==> src/rtl/kbc_pkg.sv <==
package kbc_pkg;

  // redirection armed for the next data-port byte
  typedef enum logic [2:0] {
    PEND_NONE,
    PEND_CMDB,
    PEND_OPORT,
    PEND_OBUF,
    PEND_AUX
  } pend_e;

  // immediate response loaded into the output register
  typedef enum logic [2:0] {
    RSP_NONE,
    RSP_CMDB,
    RSP_OPORT,
    RSP_LINES,
    RSP_SELF
  } rsp_e;

  typedef struct packed {
    rsp_e       rsp;
    pend_e      pend;
    logic [7:0] cb_set;
    logic [7:0] cb_clr;
    logic       pulse;
    logic [3:0] pulse_mask;
  } act_t;

  localparam logic [7:0] OP_RD_CMDB  = 8'h20;
  localparam logic [7:0] OP_WR_CMDB  = 8'h60;
  localparam logic [7:0] OP_AUX_OFF  = 8'hA7;
  localparam logic [7:0] OP_AUX_ON   = 8'hA8;
  localparam logic [7:0] OP_SELFTEST = 8'hAA;
  localparam logic [7:0] OP_KBD_OFF  = 8'hAD;
  localparam logic [7:0] OP_KBD_ON   = 8'hAE;
  localparam logic [7:0] OP_RD_OPORT = 8'hD0;
  localparam logic [7:0] OP_WR_OPORT = 8'hD1;
  localparam logic [7:0] OP_FAKE_KBD = 8'hD2;
  localparam logic [7:0] OP_FAKE_AUX = 8'hD3;
  localparam logic [7:0] OP_TO_AUX   = 8'hD4;
  localparam logic [7:0] OP_RD_LINES = 8'hE0;

  localparam int CB_KBD_OFF_BIT = 4;
  localparam int CB_AUX_OFF_BIT = 5;

endpackage

==> src/rtl/kbc_cmd_decode.sv <==
module kbc_cmd_decode
  import kbc_pkg::*;
(
  input  logic [7:0] cmd,
  output act_t       act
);

  always_comb begin
    act            = '0;
    act.rsp        = RSP_NONE;
    act.pend       = PEND_NONE;
    unique case (cmd)
      OP_RD_CMDB:  act.rsp  = RSP_CMDB;
      OP_WR_CMDB:  act.pend = PEND_CMDB;
      OP_AUX_OFF:  act.cb_set[CB_AUX_OFF_BIT] = 1'b1;
      OP_AUX_ON:   act.cb_clr[CB_AUX_OFF_BIT] = 1'b1;
      OP_SELFTEST: act.rsp  = RSP_SELF;
      OP_KBD_OFF:  act.cb_set[CB_KBD_OFF_BIT] = 1'b1;
      OP_KBD_ON:   act.cb_clr[CB_KBD_OFF_BIT] = 1'b1;
      OP_RD_OPORT: act.rsp  = RSP_OPORT;
      OP_WR_OPORT: act.pend = PEND_OPORT;
      OP_FAKE_KBD: act.pend = PEND_OBUF;
      OP_FAKE_AUX: act.pend = PEND_OBUF;
      OP_TO_AUX:   act.pend = PEND_AUX;
      OP_RD_LINES: act.rsp  = RSP_LINES;
      default: begin
        if (cmd[7:4] == 4'hF) begin
          act.pulse      = 1'b1;
          act.pulse_mask = ~cmd[3:0];
        end
      end
    endcase
  end

endmodule

==> src/rtl/kbc_pulse_timer.sv <==
module kbc_pulse_timer #(
  parameter int PULSE_CYC = 300,
  parameter int NBITS     = 4
) (
  input  logic             clk,
  input  logic             rst,
  input  logic             start,
  input  logic [NBITS-1:0] mask_in,
  output logic [NBITS-1:0] low_mask
);

  localparam int CW = $clog2(PULSE_CYC + 1);

  logic [CW-1:0]    cnt_q;
  logic [NBITS-1:0] mask_q;

  always_ff @(posedge clk) begin
    if (rst) begin
      cnt_q  <= '0;
      mask_q <= '0;
    end else if (start) begin
      cnt_q  <= CW'(PULSE_CYC);
      mask_q <= mask_in;
    end else if (cnt_q != '0) begin
      cnt_q  <= cnt_q - 1'b1;
    end
  end

  assign low_mask = (cnt_q != '0) ? mask_q : '0;

endmodule

==> src/rtl/kbc_host_regs.sv <==
module kbc_host_regs
  import kbc_pkg::*;
#(
  parameter int         PULSE_CYC = 300,
  parameter logic [7:0] CB_INIT   = 8'h00,
  parameter logic [7:0] OP_INIT   = 8'hC1,
  parameter logic [7:0] SELF_OK   = 8'h55
) (
  input  logic       clk,
  input  logic       rst,
  input  logic       host_wr,
  input  logic       host_rd,
  input  logic       host_sel,
  input  logic [7:0] host_wdata,
  output logic [7:0] host_rdata,
  output logic       irq,
  input  logic       dev_rx_valid,
  input  logic [7:0] dev_rx_data,
  input  logic       dev_rx_even,
  output logic       dev_rx_ready,
  output logic       kbd_tx_valid,
  output logic       aux_tx_valid,
  output logic [7:0] tx_data,
  input  logic       tx_ready,
  input  logic       tx_timeout,
  input  logic       rx_timeout,
  input  logic       kbd_unlocked,
  input  logic       kclk_in,
  input  logic       kdat_in,
  output logic [7:0] out_port
);

  localparam int PBITS = 4;

  logic       obf_q, obf_n;
  logic [7:0] obuf_q, obuf_n;
  logic       ibf_q, ibf_n;
  logic [7:0] ireg_q, ireg_n;
  logic       cd_q, cd_n;
  logic [7:0] cb_q, cb_n;
  logic [7:0] op_q, op_n;
  pend_e      pend_q, pend_n;
  logic       txv_q, txv_n;
  logic       txaux_q, txaux_n;
  logic [7:0] txd_q, txd_n;
  logic       par_q, par_n;
  logic       ttmo_q, ttmo_n;
  logic       rtmo_q, rtmo_n;
  logic       unl_q, kclk_q, kdat_q;
  logic       irq_q, irq_n;
  logic [7:0] rdata_q, rdata_n;

  act_t             act;
  logic             proc;
  logic             take_dev;
  logic             rd_data;
  logic             pulse_go;
  logic [PBITS-1:0] low_mask;
  logic [7:0]       op_view;
  logic [7:0]       stat;

  kbc_cmd_decode u_dec (
    .cmd (ireg_q),
    .act (act)
  );

  kbc_pulse_timer #(
    .PULSE_CYC (PULSE_CYC),
    .NBITS     (PBITS)
  ) u_pulse (
    .clk      (clk),
    .rst      (rst),
    .start    (pulse_go),
    .mask_in  (act.pulse_mask),
    .low_mask (low_mask)
  );

  assign proc     = ibf_q & ~txv_q;
  assign pulse_go = proc & cd_q & act.pulse;
  assign take_dev = dev_rx_valid & dev_rx_ready;
  assign rd_data  = host_rd & ~host_sel;

  assign op_view = {op_q[7:6], ~ibf_q, obf_q, op_q[3:2], op_q[1:0]}
                   & ~{{(8-PBITS){1'b0}}, low_mask};
  assign stat    = {par_q, rtmo_q, ttmo_q, unl_q, cd_q, cb_q[2], ibf_q, obf_q};

  always_comb begin
    obf_n   = obf_q;
    obuf_n  = obuf_q;
    ibf_n   = ibf_q;
    ireg_n  = ireg_q;
    cd_n    = cd_q;
    cb_n    = cb_q;
    op_n    = op_q;
    pend_n  = pend_q;
    txv_n   = txv_q;
    txaux_n = txaux_q;
    txd_n   = txd_q;
    par_n   = par_q;
    rdata_n = rdata_q;

    if (host_rd) rdata_n = host_sel ? stat : obuf_q;
    if (rd_data) obf_n = 1'b0;
    ttmo_n = (ttmo_q & ~rd_data) | tx_timeout;
    rtmo_n = (rtmo_q & ~rd_data) | rx_timeout;

    // outgoing handshake completes
    if (txv_q && tx_ready) begin
      txv_n = 1'b0;
      ibf_n = 1'b0;
    end

    if (proc) begin
      ibf_n = 1'b0;
      if (cd_q) begin
        pend_n = act.pend;
        cb_n   = (cb_q & ~act.cb_clr) | act.cb_set;
        if (act.rsp != RSP_NONE) begin
          obf_n = 1'b1;
          par_n = 1'b0;
          case (act.rsp)
            RSP_CMDB:  obuf_n = cb_q;
            RSP_OPORT: obuf_n = op_view;
            RSP_LINES: obuf_n = {6'b0, kdat_q, kclk_q};
            RSP_SELF:  obuf_n = SELF_OK;
            default:   obuf_n = obuf_q;
          endcase
        end
      end else begin
        pend_n = PEND_NONE;
        case (pend_q)
          PEND_CMDB:  cb_n = ireg_q;
          PEND_OPORT: op_n = ireg_q;
          PEND_OBUF: begin
            obuf_n = ireg_q;
            obf_n  = 1'b1;
            par_n  = 1'b0;
          end
          PEND_AUX: begin
            txv_n   = 1'b1;
            txaux_n = 1'b1;
            txd_n   = ireg_q;
            ibf_n   = 1'b1;
          end
          default: begin
            txv_n   = 1'b1;
            txaux_n = 1'b0;
            txd_n   = ireg_q;
            ibf_n   = 1'b1;
          end
        endcase
      end
    end

    if (host_wr && !ibf_q) begin
      ibf_n  = 1'b1;
      ireg_n = host_wdata;
      cd_n   = host_sel;
    end

    if (take_dev) begin
      obuf_n = dev_rx_data;
      obf_n  = 1'b1;
      par_n  = dev_rx_even;
    end

    irq_n = obf_n & cb_n[0];
  end

  always_ff @(posedge clk) begin
    if (rst) begin
      obf_q   <= 1'b0;
      obuf_q  <= '0;
      ibf_q   <= 1'b0;
      ireg_q  <= '0;
      cd_q    <= 1'b0;
      cb_q    <= CB_INIT;
      op_q    <= OP_INIT;
      pend_q  <= PEND_NONE;
      txv_q   <= 1'b0;
      txaux_q <= 1'b0;
      txd_q   <= '0;
      par_q   <= 1'b0;
      ttmo_q  <= 1'b0;
      rtmo_q  <= 1'b0;
      unl_q   <= 1'b0;
      kclk_q  <= 1'b0;
      kdat_q  <= 1'b0;
      irq_q   <= 1'b0;
      rdata_q <= '0;
    end else begin
      obf_q   <= obf_n;
      obuf_q  <= obuf_n;
      ibf_q   <= ibf_n;
      ireg_q  <= ireg_n;
      cd_q    <= cd_n;
      cb_q    <= cb_n;
      op_q    <= op_n;
      pend_q  <= pend_n;
      txv_q   <= txv_n;
      txaux_q <= txaux_n;
      txd_q   <= txd_n;
      par_q   <= par_n;
      ttmo_q  <= ttmo_n;
      rtmo_q  <= rtmo_n;
      unl_q   <= kbd_unlocked;
      kclk_q  <= kclk_in;
      kdat_q  <= kdat_in;
      irq_q   <= irq_n;
      rdata_q <= rdata_n;
    end
  end

  assign host_rdata   = rdata_q;
  assign irq          = irq_q;
  assign dev_rx_ready = ~obf_q & ~ibf_q;
  assign kbd_tx_valid = txv_q & ~txaux_q;
  assign aux_tx_valid = txv_q & txaux_q;
  assign tx_data      = txd_q;
  assign out_port     = op_view;

endmodule

==> config.mk <==
export PLATFORM = sky130hd
export DESIGN_NAME = kbc_host_regs
export DESIGN_NICKNAME = d
export VERILOG_FILES = /design/src/rtl/kbc_pkg.sv /design/src/rtl/kbc_cmd_decode.sv /design/src/rtl/kbc_pulse_timer.sv /design/src/rtl/kbc_host_regs.sv
export SDC_FILE = /design/constraint.sdc
export NUM_CORES = 1
export LEC_CHECK = 0
export ABC_CLOCK_PERIOD_IN_PS = 7000
export BUFFER_PORTS_ARGS = -buffer_cell sky130_fd_sc_hd__buf_2
export CORE_ASPECT_RATIO = 0.8
export CORE_MARGIN = 5
export CORE_UTILIZATION = 55
export DETAILED_ROUTE_END_ITERATION = 10
export PLACE_DENSITY = 0.87
export SLEW_MARGIN = 20
export SYNTH_ARGS = -nofsm -noshare
export SYNTH_HDL_FRONTEND = slang
export SYNTH_HIERARCHICAL = 1
export SYNTH_SLANG_ARGS = --single-unit
export TNS_END_PERCENT = 50
==> constraint.sdc <==
create_clock -name clk -period 7 [get_ports clk]
set_clock_uncertainty 0.2 [all_clocks]
set_input_delay 0.35 -clock clk [delete_from_list [all_inputs] [get_ports clk]]
set_output_delay 0.35 -clock clk [all_outputs]
set_load 0.02 [all_outputs]
# Word-level counts from Yosys, hierarchy flattened
# Index checks and enable logic that the tools add are counted.
[classes]
n_eq_ne = 24
addsub = 1
n_reduce_logical = 19
bitwise = 27
muxes = 43
[ops]
columns = ["cell", "count"]
rows = [
  ["equality test 8 bit (second input constant)", 11],
  ["two-way mux 8 bit", 8],
  ["case mux 8 bit (4 select lines)", 1],
  ["two-way mux 1 bit", 25],
  ["case mux 3 bit (4 select lines)", 2],
  ["two-way mux 9 bit", 2],
  ["AND 8 bit", 2],
  ["OR reduction 13 bit", 1],
  ["equality test 3 x 2 -> 1 bit (second input constant)", 4],
  ["AND 1 bit", 11],
  ["two-way mux 5 bit", 2],
  ["AND reduction 3 bit", 3],
  ["nonzero test 3 bit", 3],
  ["nonzero test 9 bit", 1],
  ["subtractor 9 x 1 -> 9 bit (second input constant)", 1],
  ["equality test 8 x 6 -> 1 bit (second input constant)", 1],
  ["equality test 8 x 7 -> 1 bit (second input constant)", 1],
  ["NOT 1 bit", 8],
  ["NOT 4 -> 8 bit", 1],
  ["NOT 6 -> 8 bit", 1],
  ["bitwise OR 8 x 6 -> 8 bit", 1],
  ["equality test 3 x 1 -> 1 bit (second input constant)", 2],
  ["equality test 3 bit (second input constant)", 2],
  ["!= test 6 x 1 -> 1 bit (second input constant)", 1],
  ["14 further kinds", 19],
]
[word_totals]
elab_cells = 137
ff_bits = 76
in_bits = 29

# Depth between registers and ports, before layout
[logic_depth]
word_depth = 9
mapped_depth = 9

# Cells and area by module
# Netlist, hierarchy kept.
[modules_own_cells]
columns = ["module", "cells_each", "seq_area_each_um2", "n_inst", "area_each_um2"]
rows = [
  ["kbc_host_regs", 347, 1221.2, 1, 2881.5],
  ["kbc_pulse_timer", 71, 260.2, 1, 646.9],
  ["kbc_cmd_decode", 44, 0.0, 1, 301.5],
]

# Worst setup path before layout
# Ideal clock, no wire load.
[synth_path]
path_kind = "register -> register"
from = "reg u_pulse.cnt_q[0]"
to = "reg obuf_q[3]"
period_less_slack_ns = 2.644
n_path_buf = 0
slack_ns = 4.356
arrival_ns = 2.353
required_ns = 6.709
path_stages_with_launch = 10
path_cell_list = "dfxtp_1 -> inv_1 -> ha_1 -> or4b_1 -> or2_4 -> and2_2 -> nor2b_1 -> a31o_2 -> o21ai_0 -> a311oi_1"
[synth_via]
elab_chain_len = 9
[synth_rtl]
columns = ["element", "line_no", "text"]
rows = [
  ["start: declaration", "kbc_pulse_timer.sv:14", "logic [CW-1:0] cnt_q;"],
  ["start signal: assignment", "kbc_pulse_timer.sv:22", "cnt_q <= CW'(PULSE_CYC);"],
  ["start signal: assignment", "kbc_pulse_timer.sv:25", "cnt_q <= cnt_q - 1'b1;"],
  ["nonzero test 9 bit", "kbc_pulse_timer.sv:29", "assign low_mask = (cnt_q != '0) ? mask_q : '0;"],
  ["two-way mux 4 bit", "kbc_pulse_timer.sv:29", ""],
  ["via low_mask[3]", "kbc_host_regs.sv:58", "logic [PBITS-1:0] low_mask;"],
  ["NOT 4 -> 8 bit", "kbc_host_regs.sv:84", "& ~{{(8-PBITS){1'b0}}, low_mask};"],
  ["AND 8 bit", "kbc_host_regs.sv:84", ""],
  ["via out_port[3]", "kbc_host_regs.sv:30", "output logic [7:0] out_port"],
  ["case mux 8 bit (4 select lines)", "kbc_host_regs.sv:121", "case (act.rsp)"],
  ["two-way mux 8 bit", "kbc_host_regs.sv:118", "if (act.rsp != RSP_NONE) begin"],
  ["two-way mux 8 bit", "kbc_host_regs.sv:115", "if (cd_q) begin"],
  ["two-way mux 8 bit", "kbc_host_regs.sv:113", "if (proc) begin"],
  ["two-way mux 8 bit", "kbc_host_regs.sv:161", "if (take_dev) begin"],
  ["end signal: assignment", "kbc_host_regs.sv:193", "obuf_q <= obuf_n;"],
  ["end: declaration", "kbc_host_regs.sv:36", "logic [7:0] obuf_q, obuf_n;"],
]
# The timed path passes the listed nets, and every way through them passes these cells. The select of a mux whose other input is x is not followed.
# A chain may end at the register's enable or synchronous reset.

==> qor.txt <==
Via density: 5.92
Post-Route Setup TNS: 0 ns
Hold WC Path Type: in -> reg
Die Y: 84.6 um
Drt pass-1 iters: 5
Largest stage delay, worst path: 0.86 ns
Startpoint types: flip-flop
Die area: 8740 um2
Sw Pwr: 360 uW
CTS tree: built
Outcome: complete, no violations
Number of synthesized register bits: 74
H-tree depth: 3
Vias in the first global route: 3238
Drt total wl: 9.87 mm
Worst-path clk slew: 0.08 ns
Max Freq: 287 MHz
Worst hold margin: 0.00765 ns
Final ANT Viol Nets: 0
Core area: 6820 um2
FP Rows: 27
Gr usage total: 0.235
CTS sink count: 74
Yosys top cell area share: 0.387
HPWL after DPL: 7.03 mm
Port bufs: 56
CP Data Arrival Time: 3.49 ns
TritonCTS Buffers: 9
WP data required: 7.00 ns
DRC: 0
Post-synth cell types: 63
Avg WL per Cell: 16.7 um
Vias: 3503
Pin count of the biggest net entering global routing: 72
Crit path launch: ireg_q[0]
Final setup vio count: 0
Overall power: 1.10 mW
Die width: 103 um
Synthesis Warnings: 6
Endpoint type of the worst setup path: flip-flop
Post-CTS sizing: 0
Area Growth Syn to Fin: 10.9%
RD Place Congestion: 0.930
Overflow after GRT: 0
Most numerous cell on the critical path: nor3_1
Peak fanout along the critical path: 14
Initial antenna violation count: 0
Cell taking the most area after synthesis: dfxtp_1
Sequential area share after synthesis: 0.387
IO Count: 57
Clock share of power: 0.300
Layout cells sized above 1: 0.198
Min-delay src: kclk_in
Cell internal pwr: 738 uW
DR iter-0 viols: 312
Final Hold Viols: 0
Hold-fix buffers, CTS: 0
Max cap viols: 0
Longest Clk Path Bufs: 2
Synth top area cells: dfxtp_1, mux2i_1, nor2_1
RR Startpoint: ireg_q[0]
Fill cell count: 621
Leak: 1.75 nW
Starting Density: 0.561
Mapped cell area: 3830 um2
Final Cycle Share: 0.498
Worst skew pair latency: 0.35 ns
Post-layout minimum cycle time: 3.49 ns
Ys async rst share: 0
Syn Area/Cell: 8.29 um2
CP max-delay cell: nor3_1
Worst vdd ir: 137 uV
RSZ-0062 raised after global routing: no
CP Class: reg -> reg
Post-CTS Setup Bufs: 0
Relative slew slack: 0.279
Final max-slew violation count: 0
CP cell instances: or4_4 -> nor3_1 -> nor3_1 -> o211ai_2 -> and2_1 -> a311oi_1
Post-synth EDFFs: 0
Root buf cell: clkbuf_8
Layout Utilization: 0.622
First-pass GRT wire length: 16.2 mm
Switching share of power: 0.328
Cells after Synth: 462
Final nets: 531
Diodes inserted: 0
Top FF cell, synth: dfxtp_1
Comb power frac: 0.241
Worst Tran Pin Value: 1.07 ns
Sequential share of power: 0.459
PD cells: 259 nW/um2
==> cell usage in the layout, fill, tap and decap left out, drive strengths merged, types with 4 or more instances in the layout <==
| cell | instances |
|---|---|
| dfxtp | 74 |
| buf | 62 |
| nor2 | 51 |
| nand2 | 45 |
| a21oi | 38 |
| mux2i | 26 |
| o21ai | 25 |
| inv | 15 |
| nor2b | 14 |
| conb | 12 |
| a211oi | 10 |
| clkbuf | 9 |
| nor3b | 8 |
| nor3 | 8 |
| nand2b | 7 |
| a311oi | 6 |
| a22o | 6 |
| and2 | 6 |
| nor4b | 5 |
| o211ai | 5 |
| and3 | 4 |
| a31o | 4 |
| or3b | 4 |
==> kinds of logic after synthesis <==
kind of cell             after synthesis  share of synthesized area
buffers and inverters                 59                     0.0787
adder cells (fa/ha/maj)                1                    0.00327
XOR/XNOR                               2                    0.00457
multiplexers                          26                     0.0680
AO/OA/AOI/OAI                        122                      0.211
AND/OR/NAND/NOR                      177                      0.247
other                                  1                   0.000979
flip-flops                            74                      0.387
==> final timing paths <==
check / to / slack [ns] / depth (start not counted)
max: obuf_q[4] / 3.51 / 6
min: kclk_q / 0.008 / 2
max reg2reg: obuf_q[4] / 3.51 / 6
min reg2reg: op_q[0] / 0.28 / 2
==> routing by layer <==
metal / share of wire / vias up / global-route usage
met2: 0.45 / 138 / 0.351
met1: 0.46 / 1652 / 0.337
met3: 0.077 / 10 / 0.0648
met4: 0.012 / 0 / 0.0506
met5: 0 / - / 0
li1: - / 1703 / -
==> metrics by stage <==
step	area [um2]	worst slack [ns]	std cells
3_3_place_gp	4060	3.79	577
5_1_grt	4250	3.26	592
4_1_cts	4250	3.63	592
2_1_floorplan	3870	4.36	473
3_5_place_dp	4060	3.64	577
6_report	4250	3.51	592
==> worst max-delay path, delay by kind of cell (launching register included) <==
| kind | cells | cell delay [ns] |
|---|---|---|
| AO/OA/AOI/OAI | 2 | 0.61 |
| flip-flops | 1 | 0.46 |
| AND/OR/NAND/NOR | 4 | 2.07 |
==> state kept, by name, indices dropped and copies added (netlist names) <==
signal / flops
tx_data: 8
rtmo_q: 1
pend_q: 3
u_pulse/mask_q: 4
ttmo_q: 1
par_q: 1
cd_q: 1
kclk_q: 1
kdat_q: 1
host_rdata: 8
irq: 1
obf_q: 1
cb_q: 8
txaux_q: 1
ibf_q: 1
u_pulse/cnt_q: 9
obuf_q: 8
op_q: 6
txv_q: 1
ireg_q: 8
unl_q: 1
==> cells in the mapped netlist, types with 4 or more instances <==
cell       n
buf_4     16
and2_2     4
nor2b_1   14
a22o_1     6
nor3b_1    8
o21ai_0   25
clkbuf_1  20
nor3_1     8
a211oi_1  10
nor2_1    51
mux2i_1   26
nor4b_1    4
nand2b_1   7
a31o_2     4
a311oi_1   6
buf_2      4
nand2_1   45
inv_1     14
a21oi_1   38
and3_1     4
dfxtp_1   74
==> cell type report <==
class	instances	area, um2	share of cell area
Timing Repair Buffer	62	325	0.0766
Multi-Input combinational cell	340	2090	0.492
Tap cell	87	109	0.0256
Clock inverter	6	67.6	0.0159
Clock buffer	9	124	0.0292
Sequential cell	74	1480	0.349
Inverter	14	52.6	0.0124
==> power by group through the flow <==
stage	clock [mW]	combinational [mW]	sequential [mW]
2_1_floorplan	0	0.220	0.502
3_3_place_gp	0	0.250	0.509
3_5_place_dp	0	0.259	0.512
4_1_cts	0.333	0.261	0.503
5_1_grt	0.354	0.292	0.510
6_report	0.330	0.264	0.504
(Power assumes the default switching activity.)
